## src/rtl/brq_pkg.sv

```systemverilog
package brq_pkg;

    typedef enum logic [2:0] {
        ST_OWN,
        ST_DRAIN,
        ST_PCHG_ISSUE,
        ST_PCHG_WAIT,
        ST_GRANTED,
        ST_AD_OFF,
        ST_RELEASED,
        ST_RECLAIM
    } arb_state_e;

endpackage

```

## src/rtl/brq_phase.sv

```systemverilog
module brq_phase (
    input  logic clk2x,
    input  logic rst_n,
    output logic fall_now
);

    // fall_now: the edge now being taken stands for a falling bus edge.
    always_ff @(posedge clk2x) begin
        if (!rst_n) begin
            fall_now <= 1'b1;
        end else begin
            fall_now <= ~fall_now;
        end
    end

endmodule

```

## src/rtl/brq_negwin.sv

```systemverilog
module brq_negwin #(
    parameter int WIN_HALF = 6
) (
    input  logic                                 clk2x,
    input  logic                                 rst_n,
    input  logic                                 negating,
    output logic [$clog2(WIN_HALF + 1) - 1 : 0]  neg_cnt,
    output logic                                 win_ok
);

    localparam int CW = $clog2(WIN_HALF + 1);
    localparam logic [CW-1:0] CNT_MAX = CW'(WIN_HALF);
    // The enables of the control group turn off two half-cycles after the grant edge.
    localparam int GRANT_LEAD = 3;

    // neg_cnt holds the number of edges taken since ctrl_negate went high.
    always_ff @(posedge clk2x) begin
        if (!rst_n) begin
            neg_cnt <= '0;
        end else if (negating) begin
            if (neg_cnt != CNT_MAX) begin
                neg_cnt <= neg_cnt + 1'b1;
            end
        end else begin
            neg_cnt <= '0;
        end
    end

    always_comb begin
        win_ok = (int'(neg_cnt) + GRANT_LEAD) >= WIN_HALF;
    end

endmodule

```

## src/rtl/brq_fsm.sv

```systemverilog
module brq_fsm
    import brq_pkg::*;
(
    input  logic clk2x,
    input  logic rst_n,
    input  logic fall_now,
    input  logic rel_req_n,
    input  logic cycle_idle,
    input  logic pchg_done,
    input  logic win_ok,
    output logic grant_n,
    output logic addr_oe,
    output logic data_oe,
    output logic ctrl_oe,
    output logic ctrl_negate,
    output logic pchg_req,
    output logic bus_busy
);

    arb_state_e state_q, state_d;

    logic req_seen;
    logic wd_seen;

    always_comb begin
        req_seen = fall_now && !rel_req_n;
        wd_seen  = fall_now &&  rel_req_n;
    end

    always_comb begin
        state_d = state_q;
        unique case (state_q)
            ST_OWN: begin
                if (req_seen) state_d = ST_DRAIN;
            end
            ST_DRAIN: begin
                if (wd_seen)         state_d = ST_OWN;
                else if (cycle_idle) state_d = ST_PCHG_ISSUE;
            end
            ST_PCHG_ISSUE: begin
                if (wd_seen) state_d = ST_OWN;
                else         state_d = ST_PCHG_WAIT;
            end
            ST_PCHG_WAIT: begin
                if (wd_seen)                               state_d = ST_OWN;
                else if (fall_now && pchg_done && win_ok)  state_d = ST_GRANTED;
            end
            ST_GRANTED: begin
                if (!fall_now) state_d = ST_AD_OFF;
            end
            ST_AD_OFF: begin
                if (fall_now) state_d = ST_RELEASED;
            end
            ST_RELEASED: begin
                if (wd_seen) state_d = ST_RECLAIM;
            end
            ST_RECLAIM: begin
                if (!fall_now) state_d = ST_OWN;
            end
            default: state_d = ST_OWN;
        endcase
    end

    always_ff @(posedge clk2x) begin
        if (!rst_n) begin
            state_q <= ST_OWN;
        end else begin
            state_q <= state_d;
        end
    end

    always_comb begin
        grant_n     = 1'b1;
        addr_oe     = 1'b1;
        data_oe     = 1'b1;
        ctrl_oe     = 1'b1;
        ctrl_negate = 1'b0;
        pchg_req    = 1'b0;
        bus_busy    = 1'b1;
        unique case (state_q)
            ST_OWN: begin
                bus_busy = 1'b0;
            end
            ST_DRAIN: begin
            end
            ST_PCHG_ISSUE: begin
                ctrl_negate = 1'b1;
                pchg_req    = 1'b1;
            end
            ST_PCHG_WAIT: begin
                ctrl_negate = 1'b1;
            end
            ST_GRANTED: begin
                ctrl_negate = 1'b1;
                grant_n     = 1'b0;
            end
            ST_AD_OFF: begin
                ctrl_negate = 1'b1;
                grant_n     = 1'b0;
                addr_oe     = 1'b0;
                data_oe     = 1'b0;
            end
            ST_RELEASED: begin
                ctrl_negate = 1'b1;
                grant_n     = 1'b0;
                addr_oe     = 1'b0;
                data_oe     = 1'b0;
                ctrl_oe     = 1'b0;
            end
            ST_RECLAIM: begin
                ctrl_negate = 1'b1;
                addr_oe     = 1'b0;
                data_oe     = 1'b0;
            end
            default: begin
                bus_busy = 1'b0;
            end
        endcase
    end

    AST_BUSY_ON_FALL: assert property (@(posedge clk2x) disable iff (!rst_n)
        $rose(bus_busy) |-> $past(fall_now));

    AST_GRANT_NEEDS_BUSY: assert property (@(posedge clk2x) disable iff (!rst_n)
        !grant_n |-> bus_busy);

    AST_PCHG_SINGLE: assert property (@(posedge clk2x) disable iff (!rst_n)
        pchg_req |=> !pchg_req);

    AST_GRANT_ON_FALL: assert property (@(posedge clk2x) disable iff (!rst_n)
        $fell(grant_n) |-> $past(fall_now));

    AST_AD_AFTER_GRANT: assert property (@(posedge clk2x) disable iff (!rst_n)
        $fell(addr_oe) |-> (!grant_n && $past(!grant_n)));

    AST_CTL_AFTER_AD: assert property (@(posedge clk2x) disable iff (!rst_n)
        $fell(ctrl_oe) |-> (!addr_oe && $past(!addr_oe)));

    AST_RECLAIM_ORDER: assert property (@(posedge clk2x) disable iff (!rst_n)
        $rose(grant_n) |-> (ctrl_oe && !addr_oe && !data_oe));

    AST_AD_BACK_AFTER_CTL: assert property (@(posedge clk2x) disable iff (!rst_n)
        $rose(addr_oe) |-> ($past(ctrl_oe) && grant_n && !bus_busy));

endmodule

```

## src/rtl/bus_release_arb.sv

```systemverilog
module bus_release_arb #(
    parameter int WIN_HALF = 6
) (
    input  logic clk2x,
    input  logic rst_n,
    input  logic rel_req_n,
    input  logic cycle_idle,
    input  logic pchg_done,
    output logic grant_n,
    output logic addr_oe,
    output logic data_oe,
    output logic ctrl_oe,
    output logic ctrl_negate,
    output logic pchg_req,
    output logic bus_busy,
    output logic next_is_fall
);

    localparam int CW = $clog2(WIN_HALF + 1);

    logic          fall_now;
    logic          win_ok;
    logic [CW-1:0] neg_cnt;

    brq_phase u_phase (
        .clk2x    (clk2x),
        .rst_n    (rst_n),
        .fall_now (fall_now)
    );

    brq_negwin #(
        .WIN_HALF (WIN_HALF)
    ) u_negwin (
        .clk2x    (clk2x),
        .rst_n    (rst_n),
        .negating (ctrl_negate),
        .neg_cnt  (neg_cnt),
        .win_ok   (win_ok)
    );

    brq_fsm u_fsm (
        .clk2x       (clk2x),
        .rst_n       (rst_n),
        .fall_now    (fall_now),
        .rel_req_n   (rel_req_n),
        .cycle_idle  (cycle_idle),
        .pchg_done   (pchg_done),
        .win_ok      (win_ok),
        .grant_n     (grant_n),
        .addr_oe     (addr_oe),
        .data_oe     (data_oe),
        .ctrl_oe     (ctrl_oe),
        .ctrl_negate (ctrl_negate),
        .pchg_req    (pchg_req),
        .bus_busy    (bus_busy)
    );

    always_comb begin
        next_is_fall = fall_now;
    end

    AST_NEG_WINDOW: assert property (@(posedge clk2x) disable iff (!rst_n)
        $fell(ctrl_oe) |-> (int'(neg_cnt) >= WIN_HALF));

endmodule

```

## config.mk

```make
export PLATFORM = sky130hd
export DESIGN_NAME = bus_release_arb
export DESIGN_NICKNAME = d
export VERILOG_FILES = /design/src/rtl/brq_pkg.sv /design/src/rtl/brq_phase.sv /design/src/rtl/brq_negwin.sv /design/src/rtl/brq_fsm.sv /design/src/rtl/bus_release_arb.sv
export SDC_FILE = /design/constraint.sdc
export NUM_CORES = 1
export LEC_CHECK = 0
export BUFFER_PORTS_ARGS = -buffer_cell sky130_fd_sc_hd__buf_4
export CAP_MARGIN = 10
export CORE_MARGIN = 3
export CORE_UTILIZATION = 40
export DETAILED_ROUTE_END_ITERATION = 6
export PLACE_DENSITY = 0.58
export SKIP_CTS_REPAIR_TIMING = 1
export SLEW_MARGIN = 20
export SYNTH_ARGS = -nofsm -noshare
export SYNTH_HDL_FRONTEND = slang
export SYNTH_HIERARCHICAL = 1
export SYNTH_SLANG_ARGS = --single-unit
```

## constraint.sdc

```tcl
create_clock -name clk2x -period 2.4 [get_ports clk2x]
set_clock_uncertainty 0.15 [all_clocks]
set_input_delay 0.24 -clock clk2x [delete_from_list [all_inputs] [get_ports clk2x]]
set_output_delay 0.24 -clock clk2x [all_outputs]
set_load 0.1 [all_outputs]
```

==> out/qor.csv <==
metric,value,unit
die height,42.8,µm
Hold Crit Endpoint,u_phase/fall_now,
Post-synth top flop,dfxtp_1,
Final setup viols,0,
warnings from Yosys,6,
worst reg-to-reg path cell count,9,
cts bufs inserted,3,
core area,0.00119,mm²
Yosys cell types,33,
antenna violations before repair,0,
# Max-Cap Violations,0,
worst vdd ir,0.456,mV
Crit Path Max Fanout,5,
Nets,89,
Fillers,122,
syn avg cell area,8.10,µm²
Reg-to-Reg Start,u_negwin/neg_cnt[0],
synthesized cell area,543,µm²
CP Data Arrival Time,2.19,ns
DPL Wire Length,832,µm
crit end category,flop,
"top cells by area, synth","dfxtp_1 26%, ha_1 9.2%, nand2_1 6.2%",
Worst Hold Depth,2,
Slew HR,0.733,
final WL,1.11,mm
port bufs,12,
CTS max path bufs,2,
vias,482,
Synth area leader,dfxtp_1,
clk sinks,7,
worst slew pin tran,0.399,ns
reg-to-reg endpoint,u_fsm/state_q[1],
Post-synth ARST share,0,
via/cell ratio,5.18,
worst hold path startpoint,rst_n,
Overall Global Routing Usage,0.135,
Top-Level Pins,13,
crit path time final,2.17,ns
starting density of the core,0.458,
number of synthesized flops with an enable pin,0,
num rows,12,
"most common cell after layout, fill and taps aside",buf_4,
latest clock arrival within the worst-skew pair,0.25,ns
Max Freq,0.460,GHz
Synth Register Bits,7,
sequential share of the synthesized area,0.258,
die area,0.00184,mm²
GPL Wtd Cong,0.718,
share of post-route cells with drive strength above 1,0.278,
DRT Pass-1 Iters,4,
Antenna diodes,0,
area share of the largest cell type after synthesis,0.258,
CTS clock-pin slew for the worst setup and hold paths,0.05,ns
Post-Route Utilization,0.554,
Final Max Slew Viols,0,
initial DRC count,4,
cells after synthesis,67,
critical path type,reg -> reg,
fraction of the cycle the final worst path needs,0.905,
flop2flop setup slack,0.23,ns
Routed Antenna Nets,0,
largest net degree at the start of global routing,14,
leak pwr,0.000265,µW
Synth Net Count,76,
"commonest non-fill, non-tap cells in the layout","12 x buf_4, 9 x nand2_1, 7 x dfxtp_1",
"Hold Vio Cnt, Final",0,
first-pass GRT wire length,1.94,mm
H-tree levels,1,
DRC errors left,0,
Layout area overhead,21.0,%
CP startpoint kind,flop,
Worst EP required,2.42,ns
routed len/inst,11.9,µm
Hold Path Class,in -> reg,
PwrDens,864,mW/mm²
CTS tree,built,
global route overflow,0,
Total Power,567,µW
Die X,42.8,µm
status,completed,
number of global-route vias before repair,432,
CTS root buffer,clkbuf_4,
RSZ-0062 raised after global routing,no,
## where the power goes
part / switching (µW) / total, µW / internal (µW)
Sequential: 38.9 / 170 / 131
Combinational: 196 / 291 / 95.0
Clock: 42.2 / 106 / 63.4
## worst max-delay path: stages (launching register included)
cell       delay [ns]
dfxtp_1          0.42
inv_1            0.09
ha_1             0.30
nand2b_1         0.07
a211o_1          0.29
a22o_1           0.20
and4b_1          0.22
o21ai_2          0.11
a2bb2oi_1        0.07
o22ai_1          0.17
## cell families after synthesis
kind of cell               count (synthesis)  share of synthesized area
DFF                                        7                      0.258
and+or+nand+nor                           30                      0.290
buffers and inverters                      7                     0.0668
xor gates and xnor gates                   2                     0.0323
AOI/OAI and AO/OA                         17                      0.260
adders and majority gates                  4                     0.0922
## flip-flops by register name (all words and copies together) (netlist names)
| register | cells |
|---|---|
| u_fsm/state_q | 3 |
| u_negwin/neg_cnt | 3 |
| u_phase/fall_now | 1 |
## metrics by stage
| step | setup slack (ns) | TNS [ns] | cells | cell area, µm² | hold slack (ns) |
|---|---|---|---|---|---|
| after floorplan | -0.343 | -0.343 | 67 | 548 | 0.160 |
| after global placement | 0.293 | 0 | 89 | 631 | 0.315 |
| after detailed placement | 0.242 | 0 | 89 | 631 | 0.319 |
| after CTS | 0.228 | 0 | 93 | 657 | 0.0531 |
| after global routing | 0.0890 | 0 | 93 | 657 | 0.0674 |
| final | 0.227 | 0 | 93 | 657 | 0.0601 |
## synthesized netlist by cell type, types with 3 or more instances
master and number:
ha_1 4, nand2_1 9, dfxtp_1 7, nor2_1 5, inv_1 3, nor3_1 3
## cell type report
cell class | count | area [µm²] | share of cell area
clock buffers | 4 | 26.3 | 0.0400
flip-flops and latches | 7 | 140 | 0.213
inverters | 3 | 11.3 | 0.0171
multi-input cells | 53 | 372 | 0.566
well taps | 14 | 17.5 | 0.0267
repair buffers | 12 | 90.1 | 0.137
## layer usage
layer  vias up  global-route usage  wire length [µm]
met5         -                   0                 0
met4         0              0.0559                20
met3         2              0.0297                68
met2        14               0.159               358
met1       207               0.219               660
li1        259                   -                 -
## worst max path at each step
stage	startpoint	to	slack, ns	depth (start not counted)
floorplan	u_fsm/state_q[0]	data_oe	-0.34	3
global placement	u_negwin/neg_cnt[0]	u_fsm/state_q[1]	0.29	9
detailed placement	u_negwin/neg_cnt[0]	u_fsm/state_q[1]	0.24	9
CTS	u_negwin/neg_cnt[0]	u_fsm/state_q[1]	0.23	9
global route	u_negwin/neg_cnt[1]	u_fsm/state_q[1]	0.09	9
finish	u_negwin/neg_cnt[0]	u_fsm/state_q[1]	0.23	9
Note: power is estimated with default switching activity, not from simulation.
